===== config.mk =====
export PLATFORM = sky130hd
export DESIGN_NAME = rtc_seconds
export DESIGN_NICKNAME = d
export VERILOG_FILES = /design/src/rtl/rtc_seconds_pkg.sv /design/src/rtl/rtc_seconds_presc.sv /design/src/rtl/rtc_seconds_timebase.sv /design/src/rtl/rtc_seconds_srcflags.sv /design/src/rtl/rtc_seconds.sv
export SDC_FILE = /design/constraint.sdc
export NUM_CORES = 1
export LEC_CHECK = 0
export BUFFER_PORTS_ARGS = -buffer_cell sky130_fd_sc_hd__buf_4
export CORE_UTILIZATION = 35
export DETAILED_ROUTE_END_ITERATION = 8
export SLEW_MARGIN = 5
export SYNTH_ARGS = -nofsm -noshare
export SYNTH_HDL_FRONTEND = slang
export SYNTH_SLANG_ARGS = --single-unit

===== constraint.sdc =====
create_clock -name clk -period 8 [get_ports clk]
set_input_delay 2.4 -clock clk [delete_from_list [all_inputs] [get_ports clk]]
set_output_delay 2.4 -clock clk [all_outputs]
set_load 0.1 [all_outputs]

===== src/rtl/rtc_seconds_pkg.sv =====
package rtc_seconds_pkg;
  typedef logic [7:0] byte_t;

  // Register addresses the host software decodes
  localparam byte_t A_VENDOR     = 8'h00;
  localparam byte_t A_MODREV     = 8'h01;
  localparam byte_t A_SRC_BASE   = 8'h10;
  localparam byte_t A_CTRL_PWR   = 8'h28;
  localparam byte_t A_CTRL_WAKE  = 8'h29;
  localparam byte_t A_TIME_BASE  = 8'h70;
  localparam byte_t A_ALARM_BASE = 8'h74;

  // Bit positions inside those registers
  localparam int ALARM_SRC_BIT  = 3;
  localparam int WAKE_SLEEP_BIT = 3;
  localparam int WAKE_PWRUP_BIT = 2;
  localparam int FORCE_ACT_BIT  = 2;
endpackage


===== src/rtl/rtc_seconds_presc.sv =====
module rtc_seconds_presc #(
  parameter  int DIV = 32768,
  localparam int CW  = (DIV > 1) ? $clog2(DIV) : 1
) (
  input  logic          clk,
  input  logic          rst_n,
  input  logic          restart,
  output logic          tick,
  output logic [CW-1:0] cnt_o
);
  logic [CW-1:0] cnt_q, cnt_d;

  always_comb begin
    tick  = (cnt_q == CW'(DIV - 1));
    cnt_d = cnt_q + 1'b1;
    if (restart || tick) cnt_d = '0;
  end

  always_ff @(posedge clk or negedge rst_n) begin
    if (!rst_n) cnt_q <= '0;
    else        cnt_q <= cnt_d;
  end

  assign cnt_o = cnt_q;
endmodule


===== src/rtl/rtc_seconds_timebase.sv =====
module rtc_seconds_timebase
  import rtc_seconds_pkg::*;
#(
  parameter  int TIME_W = 32,
  localparam int NB     = TIME_W / 8
) (
  input  logic              clk,
  input  logic              rst_n,
  input  logic              tick,
  input  logic              wr_en,
  input  logic              rd_en,
  input  byte_t             addr,
  input  byte_t             wdata,
  output logic [TIME_W-1:0] time_o,
  output logic [TIME_W-1:0] alarm_o,
  output logic [TIME_W-1:0] snap_o,
  output logic              load_o,
  output logic              match_o
);
  logic [TIME_W-1:0] time_q, time_d;
  logic [TIME_W-1:0] stage_q, stage_d;
  logic [TIME_W-1:0] snap_q, snap_d;
  logic [TIME_W-1:0] alarm_q, alarm_d;
  logic [TIME_W-1:0] time_inc;

  always_comb begin
    time_inc = time_q + TIME_W'(1);
    load_o   = wr_en && (addr == A_TIME_BASE + 8'(NB - 1));
    time_d   = time_q;
    stage_d  = stage_q;
    alarm_d  = alarm_q;
    snap_d   = snap_q;

    if (load_o)    time_d = {stage_q[TIME_W-1:8], wdata};
    else if (tick) time_d = time_inc;

    if (rd_en && (addr == A_TIME_BASE)) snap_d = time_q;

    // Byte at base+i carries the i-th byte counted from the top
    for (int i = 0; i < NB; i++) begin
      if (wr_en && (addr == A_TIME_BASE + 8'(i)))
        stage_d[(NB-1-i)*8 +: 8] = wdata;
      if (wr_en && (addr == A_ALARM_BASE + 8'(i)))
        alarm_d[(NB-1-i)*8 +: 8] = wdata;
    end

    // All-ones alarm means disarmed; loads never match
    match_o = tick && !load_o && (alarm_q != '1) && (time_inc == alarm_q);
  end

  always_ff @(posedge clk or negedge rst_n) begin
    if (!rst_n) begin
      time_q  <= '0;
      stage_q <= '0;
      snap_q  <= '0;
      alarm_q <= '1;
    end else begin
      time_q  <= time_d;
      stage_q <= stage_d;
      snap_q  <= snap_d;
      alarm_q <= alarm_d;
    end
  end

  assign time_o  = time_q;
  assign alarm_o = alarm_q;
  assign snap_o  = snap_q;
endmodule


===== src/rtl/rtc_seconds_srcflags.sv =====
module rtc_seconds_srcflags #(
  parameter  int NREG = 3,
  localparam int FW   = NREG * 8
) (
  input  logic          clk,
  input  logic          rst_n,
  input  logic [FW-1:0] set_i,
  input  logic [FW-1:0] clr_i,
  output logic [FW-1:0] flags_o,
  output logic          any_o
);
  logic [FW-1:0] flags_q, flags_d;

  // A new event outranks a clear in the same cycle
  always_comb flags_d = (flags_q & ~clr_i) | set_i;

  always_ff @(posedge clk or negedge rst_n) begin
    if (!rst_n) flags_q <= '0;
    else        flags_q <= flags_d;
  end

  assign flags_o = flags_q;
  assign any_o   = |flags_q;
endmodule


===== src/rtl/rtc_seconds.sv =====
module rtc_seconds
  import rtc_seconds_pkg::*;
#(
  parameter  int          CLK_PER_SEC = 32768,
  parameter  int          TIME_W      = 32,
  parameter  int          N_SRC       = 3,
  parameter  logic [7:0]  VENDOR_ID   = 8'h5A,
  parameter  logic [7:0]  MODEL_REV   = 8'h41,
  localparam int          SRC_W       = N_SRC * 8,
  localparam int          NB          = TIME_W / 8,
  localparam int          PRESC_W     = (CLK_PER_SEC > 1) ? $clog2(CLK_PER_SEC) : 1
) (
  input  logic             clk,
  input  logic             rst_n,
  input  logic [7:0]       bus_addr,
  input  logic [7:0]       bus_wdata,
  input  logic             bus_we,
  input  logic             bus_re,
  output logic [7:0]       bus_rdata,
  input  logic [SRC_W-1:0] src_evt,
  output logic             irq,
  output logic             wake_sleep,
  output logic             wake_pwrup,
  output logic             force_active
);
  // Reset: asserted at once, released through two flops
  logic [1:0] rst_pipe;
  logic       rst_sync_n;

  always_ff @(posedge clk or negedge rst_n) begin
    if (!rst_n) rst_pipe <= '0;
    else        rst_pipe <= {rst_pipe[0], 1'b1};
  end
  assign rst_sync_n = rst_pipe[1];

  logic               tick, time_load, alarm_evt;
  logic [PRESC_W-1:0] presc_q;
  logic [TIME_W-1:0]  time_q, alarm_q, snap_q;
  logic [SRC_W-1:0]   src_set, src_clr, flags_q;
  logic               alarm_flag;

  rtc_seconds_presc #(.DIV(CLK_PER_SEC)) u_presc (
    .clk     (clk),
    .rst_n   (rst_sync_n),
    .restart (time_load),
    .tick    (tick),
    .cnt_o   (presc_q)
  );

  rtc_seconds_timebase #(.TIME_W(TIME_W)) u_timebase (
    .clk     (clk),
    .rst_n   (rst_sync_n),
    .tick    (tick),
    .wr_en   (bus_we),
    .rd_en   (bus_re),
    .addr    (bus_addr),
    .wdata   (bus_wdata),
    .time_o  (time_q),
    .alarm_o (alarm_q),
    .snap_o  (snap_q),
    .load_o  (time_load),
    .match_o (alarm_evt)
  );

  always_comb begin
    src_set                = src_evt;
    src_set[ALARM_SRC_BIT] = alarm_evt;
    src_clr                = '0;
    for (int r = 0; r < N_SRC; r++)
      if (bus_we && (bus_addr == A_SRC_BASE + 8'(r)))
        src_clr[r*8 +: 8] = bus_wdata;
  end

  rtc_seconds_srcflags #(.NREG(N_SRC)) u_flags (
    .clk     (clk),
    .rst_n   (rst_sync_n),
    .set_i   (src_set),
    .clr_i   (src_clr),
    .flags_o (flags_q),
    .any_o   (irq)
  );
  assign alarm_flag = flags_q[ALARM_SRC_BIT];

  // Control registers and wake pulses
  byte_t ctl_pwr_q, ctl_pwr_d, ctl_wake_q, ctl_wake_d;
  logic  ws_q, ws_d, wp_q, wp_d;

  always_comb begin
    ctl_pwr_d  = ctl_pwr_q;
    ctl_wake_d = ctl_wake_q;
    if (bus_we && (bus_addr == A_CTRL_PWR))  ctl_pwr_d  = bus_wdata;
    if (bus_we && (bus_addr == A_CTRL_WAKE)) ctl_wake_d = bus_wdata;
    ws_d = alarm_evt && ctl_wake_q[WAKE_SLEEP_BIT];
    wp_d = alarm_evt && ctl_wake_q[WAKE_PWRUP_BIT];
    if (ws_d) ctl_pwr_d[FORCE_ACT_BIT] = 1'b1;
  end

  // Read path
  byte_t rd_val, rdata_q, rdata_d;

  always_comb begin
    rd_val = '0;
    if (bus_addr == A_VENDOR)    rd_val = VENDOR_ID;
    if (bus_addr == A_MODREV)    rd_val = MODEL_REV;
    if (bus_addr == A_CTRL_PWR)  rd_val = ctl_pwr_q;
    if (bus_addr == A_CTRL_WAKE) rd_val = ctl_wake_q;
    for (int r = 0; r < N_SRC; r++)
      if (bus_addr == A_SRC_BASE + 8'(r)) rd_val = flags_q[r*8 +: 8];
    for (int i = 0; i < NB; i++) begin
      if (bus_addr == A_TIME_BASE + 8'(i))
        rd_val = (i == 0) ? time_q[TIME_W-1 -: 8] : snap_q[(NB-1-i)*8 +: 8];
      if (bus_addr == A_ALARM_BASE + 8'(i))
        rd_val = alarm_q[(NB-1-i)*8 +: 8];
    end
    rdata_d = bus_re ? rd_val : rdata_q;
  end

  always_ff @(posedge clk or negedge rst_sync_n) begin
    if (!rst_sync_n) begin
      ctl_pwr_q  <= '0;
      ctl_wake_q <= '0;
      ws_q       <= 1'b0;
      wp_q       <= 1'b0;
      rdata_q    <= '0;
    end else begin
      ctl_pwr_q  <= ctl_pwr_d;
      ctl_wake_q <= ctl_wake_d;
      ws_q       <= ws_d;
      wp_q       <= wp_d;
      rdata_q    <= rdata_d;
    end
  end

  assign bus_rdata    = rdata_q;
  assign wake_sleep   = ws_q;
  assign wake_pwrup   = wp_q;
  assign force_active = ctl_pwr_q[FORCE_ACT_BIT];
endmodule


==> qor.yml, run 1 <==
syn2layout_area_growth_pct: 12.9
grt_usage_pct: 20.9
synth_ff_type: "dfrtp_1"
num_vias: 7852
place_ws_ns: 2.87
syn_nets: 1043
worstPathRequired_ns: 8.35
power.leakage_nw: 4.41
drive_gt1_share_pct: 21.7
final_nets: 1061
cts_tree: "built"
grt_pass1_vias: 7677
core_mm2: 0.0271
ys_types: 65
dieArea_mm2: 0.0284
crit_top_cell: "a21oi_1"
routedWlPerCell_um: 20.3
arrival_ns: 5.17
wl_mm: 28.4
port_buffers: 54
start_kind: "input port"
row_count: 60
hold_viol: 0
ctsHoldBuffers: 0
worst-path-buf-inv: 1
final.min_clock_period_ns: 4.82
grt_overflow_total: 0
max_stage_delay_ns: 0.53
cts_buffer_depth: 2
gp_congestion: 0.945
dp_hpwl_mm: 20.1
outcome: "finished, final reports clean"
yosys_warnings: 0
dpl-instance-area_mm2: 0.0104
fin_ws_ns: 3.18
async_flop_share_pct: 100
end_kind: "register"
crit_family: "simple AND/OR/NAND/NOR gates"
numCtsBuffers: 17
cts_resized: 0
cap_violations: 0
num_antenna_cells: 0
first_pass_iters: 5
start_util_pct: 35.8
whs_ns: 0.351
tightestPinTransition_ns: 1.01
setup_tns_ns: 0
syn-cell-area_mm2: 0.00971
grt_max_degree: 73
drc: 0
slew_violations: 0
slew_headroom_pct: 32.9
h-tree-depth: 4
ys_seq_area_share_pct: 46.6
path_max_fanout: 14
numClockSinks: 179
cp_cell_sequence: "buf_4 > or3b_1 > nor2_2 > nand2_1 > nor2_1 > a221oi_1 > a21oi_1 > a21oi_1 > o32ai_1"
powerDensity_mw_per_mm2: 212
post_cts.repair.setup_buffers: 0
grt_pass1_wl_mm: 44.9
clk_pin_slew_ns: 0.07
antenna_found_initial: 0
num_io_pins: 56
layout_common_cells: "dfrtp_1 (146), nand2_1 (133), mux2_2 (93)"
die_y_um: 169
critPathKind: "in -> reg"
worstSkewPairLatency_ns: 0.45
syn_area_per_cell_um2: 9.73
crit_path_top_delay_cell: "or3b_1"
synth_cells: 997
fin_area_mm2: 0.0110
vias_per_cell: 5.61
ir_worst_vdd_mv: 0.155
hold_path.class: "reg -> reg"
skew_ns: 0.0138
fill_cells: 2670
die_x_um: 169
synth_edf_count: 0
stdcell_count: 1400
ys_seq_elements: 179
rsz0062_at_grt: "false"
drt-initial-drc-count: 803
min_period_over_period_pct: 60.3
ant_nets: 0
final_common_cell: "dfrtp_1"
root_buffer: "clkbuf_16"
fmax_ghz: 0.207
dpl.cell_count: 1368
final-setup-viol-count: 0
worst paths after layout:
path                            depth (start not counted)                     end  slack (ns)            startpoint
worst max-delay path                                    9            bus_rdata[2]        3.18           bus_addr[7]
worst min-delay path                                    0             rst_pipe[1]        0.35           rst_pipe[0]
worst max register to register                          9            ctl_pwr_q[2]        4.39  u_timebase.time_o[0]
worst min register to register                          0             rst_pipe[1]        0.35           rst_pipe[0]
max in group asynchronous                               1             rst_pipe[1]        6.18                 rst_n
min in group asynchronous                               0  u_timebase.stage_q[23]        0.47           rst_pipe[1]
area by class of cell:
| cell class | instances | area, µm² | area share, % |
|---|---|---|---|
| multi-input cells | 746 | 4880 | 44.6 |
| flip-flops and latches | 179 | 4520 | 41.3 |
| well taps | 372 | 465 | 4.25 |
| repair buffers | 57 | 428 | 3.91 |
| clock buffers | 17 | 425 | 3.88 |
| clock inverters | 15 | 179 | 1.63 |
| inverters | 14 | 52.6 | 0.480 |
synth_stat cells (14+ instances only):
| cell | number | share of area [%] |
|---|---|---|
| nor3_1 | 18 | 0.93 |
| dfstp_2 | 32 | 8.7 |
| nor4_1 | 16 | 1.0 |
| inv_1 | 14 | 0.54 |
| dfrtp_1 | 147 | 38 |
| nand3_1 | 27 | 1.4 |
| a21o_1 | 24 | 1.9 |
| nand2_1 | 133 | 5.1 |
| nor2_1 | 78 | 3.0 |
| mux2_2 | 93 | 11 |
| xor2_1 | 38 | 3.4 |
| xnor2_1 | 45 | 4.1 |
| buf_2 | 14 | 0.72 |
| o21ai_0 | 67 | 3.5 |
| clkbuf_1 | 36 | 1.4 |
| nand4_1 | 29 | 1.9 |
| a21oi_1 | 32 | 1.7 |
flip-flops by register name, summed over array words and instances (netlist names):
register            flops
u_presc.cnt_o          15
bus_rdata               8
u_timebase.alarm_o     32
wake_sleep              1
ctl_pwr_q               8
rst_pipe                2
u_timebase.time_o      32
u_timebase.snap_o      24
wake_pwrup              1
ctl_wake_q              8
u_timebase.stage_q     24
u_flags.flags_o        24
layer usage:
metal | GRT usage (%) | wire (µm) | vias up
met1 | 28.8 | 12700 | 3908
met4 | 7.00 | 622 | 0
met5 | 0 | 0 | -
met3 | 4.26 | 1950 | 43
li1 | - | - | 3611
met2 | 32.6 | 13100 | 290
through the flow:
step	utilization [%]	power, mW
2_1_floorplan	-	1.34
3_3_place_gp	38.2	1.46
3_5_place_dp	38.2	1.47
4_1_cts	40.4	2.34
5_1_grt	40.4	2.43
6_report	40.4	2.32
power breakdown:
part | switching [mW] | total [mW] | internal, mW
clock network | 0.417 | 0.869 | 0.451
registers | 0.0862 | 1.06 | 0.972
logic | 0.237 | 0.396 | 0.159
total | 0.741 | 2.32 | 1.58
cell families after synthesis:
family / count (synthesis) / synth area share [%]
AOI/OAI and AO/OA: 204 / 13.4
xor gates and xnor gates: 83 / 7.49
adders and majority gates: 2 / 0.258
buffers and inverters: 72 / 3.13
DFF: 179 / 46.6
muxes: 99 / 11.4
other: 1 / 0.0386
and+or+nand+nor: 357 / 17.7
No activity file was read; power rests on OpenSTA's default activity.
==> inputs of run 2 (changes only) <==
clock period = 4.5 ns   (was 8 ns; I/O delays follow)
==> run 2 against run 1 <==
  * Sequential power grew 77%
  * Global-route usage is 0.34 points higher
  * Utilization up 0.15 points
  * Non-clock buffer count is 3 higher
  * Critical path type unchanged
  * Critical endpoint is now u_timebase.snap_o[2]
  * Highest routed layer unchanged
==> qor.yml, run 2 (synthesis gave the netlist of run 1 again) <==
hold_viol: 0  # unchanged
post-route-util_pct: 40.6  # was 40.4%
critPathKind: "in -> reg"  # unchanged
min_period_over_period_pct: 77.8
powerDensity_mw_per_mm2: 378  # was 212 mW/mm²
skew_ns: 0.0139  # was 0.0138 ns
dpl-instance-area_mm2: 0.0104  # about the same
num_antenna_cells: 0  # unchanged
rsz0062_at_grt: "false"  # unchanged
ant_nets: 0  # unchanged
hold_path.class: "reg -> reg"  # unchanged
root_buffer: "clkbuf_16"  # unchanged
fmax_ghz: 0.286
slew_violations: 0  # unchanged
die_x_um: 169  # unchanged
first_pass_iters: 7  # was 5
port_buffers: 54  # unchanged
slew_headroom_pct: 42.1  # was 32.9%
cp_cell_sequence: "buf_4 > or3b_1 > nor2_2 > nand2_1 > nor2_1 > nand2_2 > mux2_2"  # was buf_4 > or3b_1 > nor2_2 > nand2_1 > nor2_1 > a221oi_1 > a21oi_1 > a21oi_1 > o32ai_1
gp_congestion: 0.969  # was 0.945
worstPathRequired_ns: 4.82  # was 8.35 ns
layout_common_cells: "dfrtp_1 (146), nand2_1 (133), mux2_2 (93)"  # unchanged
setup_tns_ns: 0  # unchanged
worstSkewPairLatency_ns: 0.44  # was 0.45 ns
grt_overflow_total: 0  # unchanged
power.leakage_nw: 4.43  # was 4.41 nW
h-tree-depth: 4  # unchanged
grt_pass1_wl_mm: 45.9  # was 44.9 mm
num_vias: 7824  # was 7852
post_cts.repair.setup_buffers: 0  # unchanged
end_kind: "register"  # unchanged
start_util_pct: 35.8  # unchanged
cts_buffer_depth: 2  # unchanged
outcome: "finished, final reports clean"  # unchanged
ir_worst_vdd_mv: 0.278  # was 0.155 mV
drive_gt1_share_pct: 21.9  # was 21.7%
final_nets: 1064  # was 1061
crit_family: "simple AND/OR/NAND/NOR gates"  # unchanged
clk_pin_slew_ns: 0.07  # about the same
numClockSinks: 179  # unchanged
worst-path-buf-inv: 1  # unchanged
antenna_found_initial: 0  # unchanged
crit_path_top_delay_cell: "or3b_1"  # unchanged
cts_tree: "built"  # unchanged
final-setup-viol-count: 0  # unchanged
arrival_ns: 3.82  # was 5.17 ns
syn2layout_area_growth_pct: 13.3  # was 12.9%
vias_per_cell: 5.58  # was 5.61
grt_max_degree: 122  # was 73
wl_mm: 29.1  # was 28.4 mm
fill_cells: 2668  # was 2670
core_mm2: 0.0271  # unchanged
final.min_clock_period_ns: 3.50
drt-initial-drc-count: 691  # was 803
start_kind: "input port"  # unchanged
stdcell_count: 1403  # was 1400
drc: 0  # unchanged
cap_violations: 0  # unchanged
dp_hpwl_mm: 20.4  # was 20.1 mm
numCtsBuffers: 17  # unchanged
num_io_pins: 56  # unchanged
path_max_fanout: 28  # was 14
ctsHoldBuffers: 0  # unchanged
fin_area_mm2: 0.0110  # about the same
dpl.cell_count: 1371  # was 1368
routedWlPerCell_um: 20.7  # was 20.3 µm
final_common_cell: "dfrtp_1"  # unchanged
grt_usage_pct: 21.2  # was 20.9%
max_stage_delay_ns: 0.53  # about the same
grt_pass1_vias: 7837  # was 7677
die_y_um: 169  # unchanged
row_count: 60  # unchanged
dieArea_mm2: 0.0284  # unchanged
cts_resized: 0  # unchanged
tightestPinTransition_ns: 0.860  # was 1.01 ns
## run 2: cell count changes in the layout (fill, tap and decap cells not counted), sizes merged
cell	before	now
buf	57	60
inv	24	23
bufinv	1	2
## run 2: power breakdown
group	internal (mW)	switching, mW
clock network	0.844	0.712
registers	1.73	0.152
logic	0.287	0.428
total	2.86	1.29
## run 2: metal layers
metal  part of all wire, %  global-route usage, %
met1                    45                   28.8
met2                    47                   33.8
met4                   1.9                   5.93
met5                     0                      0
met3                   6.6                   4.96
## run 2: final timing paths
path                       cells after the start                  from                endpoint  slack (ns)
max                                            7           bus_addr[7]    u_timebase.snap_o[2]        1.00
min                                            0           rst_pipe[0]             rst_pipe[1]        0.35
max reg2reg                                   10  u_timebase.time_o[0]            ctl_pwr_q[2]        1.13
min reg2reg                                    0           rst_pipe[0]             rst_pipe[1]        0.35
max in group asynchronous                      1           rst_pipe[1]      u_flags.flags_o[7]        2.94
min in group asynchronous                      0           rst_pipe[1]  u_timebase.stage_q[23]        0.41
## run 2: final cells by class
| class | instances | area, µm² | share of cell area [%] |
|---|---|---|---|
| inverters | 14 | 52.6 | 0.478 |
| clock inverters | 15 | 184 | 1.67 |
| clock buffers | 17 | 425 | 3.87 |
| repair buffers | 60 | 463 | 4.21 |
| well taps | 372 | 465 | 4.23 |
| multi-input cells | 746 | 4880 | 44.4 |
| flip-flops and latches | 179 | 4520 | 41.1 |
## run 2: through the flow
step	power (mW)	setup slack [ns]	hold WS (ns)
floorplan	2.39	1.34	0.331
global placement	2.61	0.706	0.339
detailed placement	2.62	0.643	0.341
CTS	4.17	1.09	0.358
global route	4.33	0.812	0.381
finish	4.15	1.00	0.353
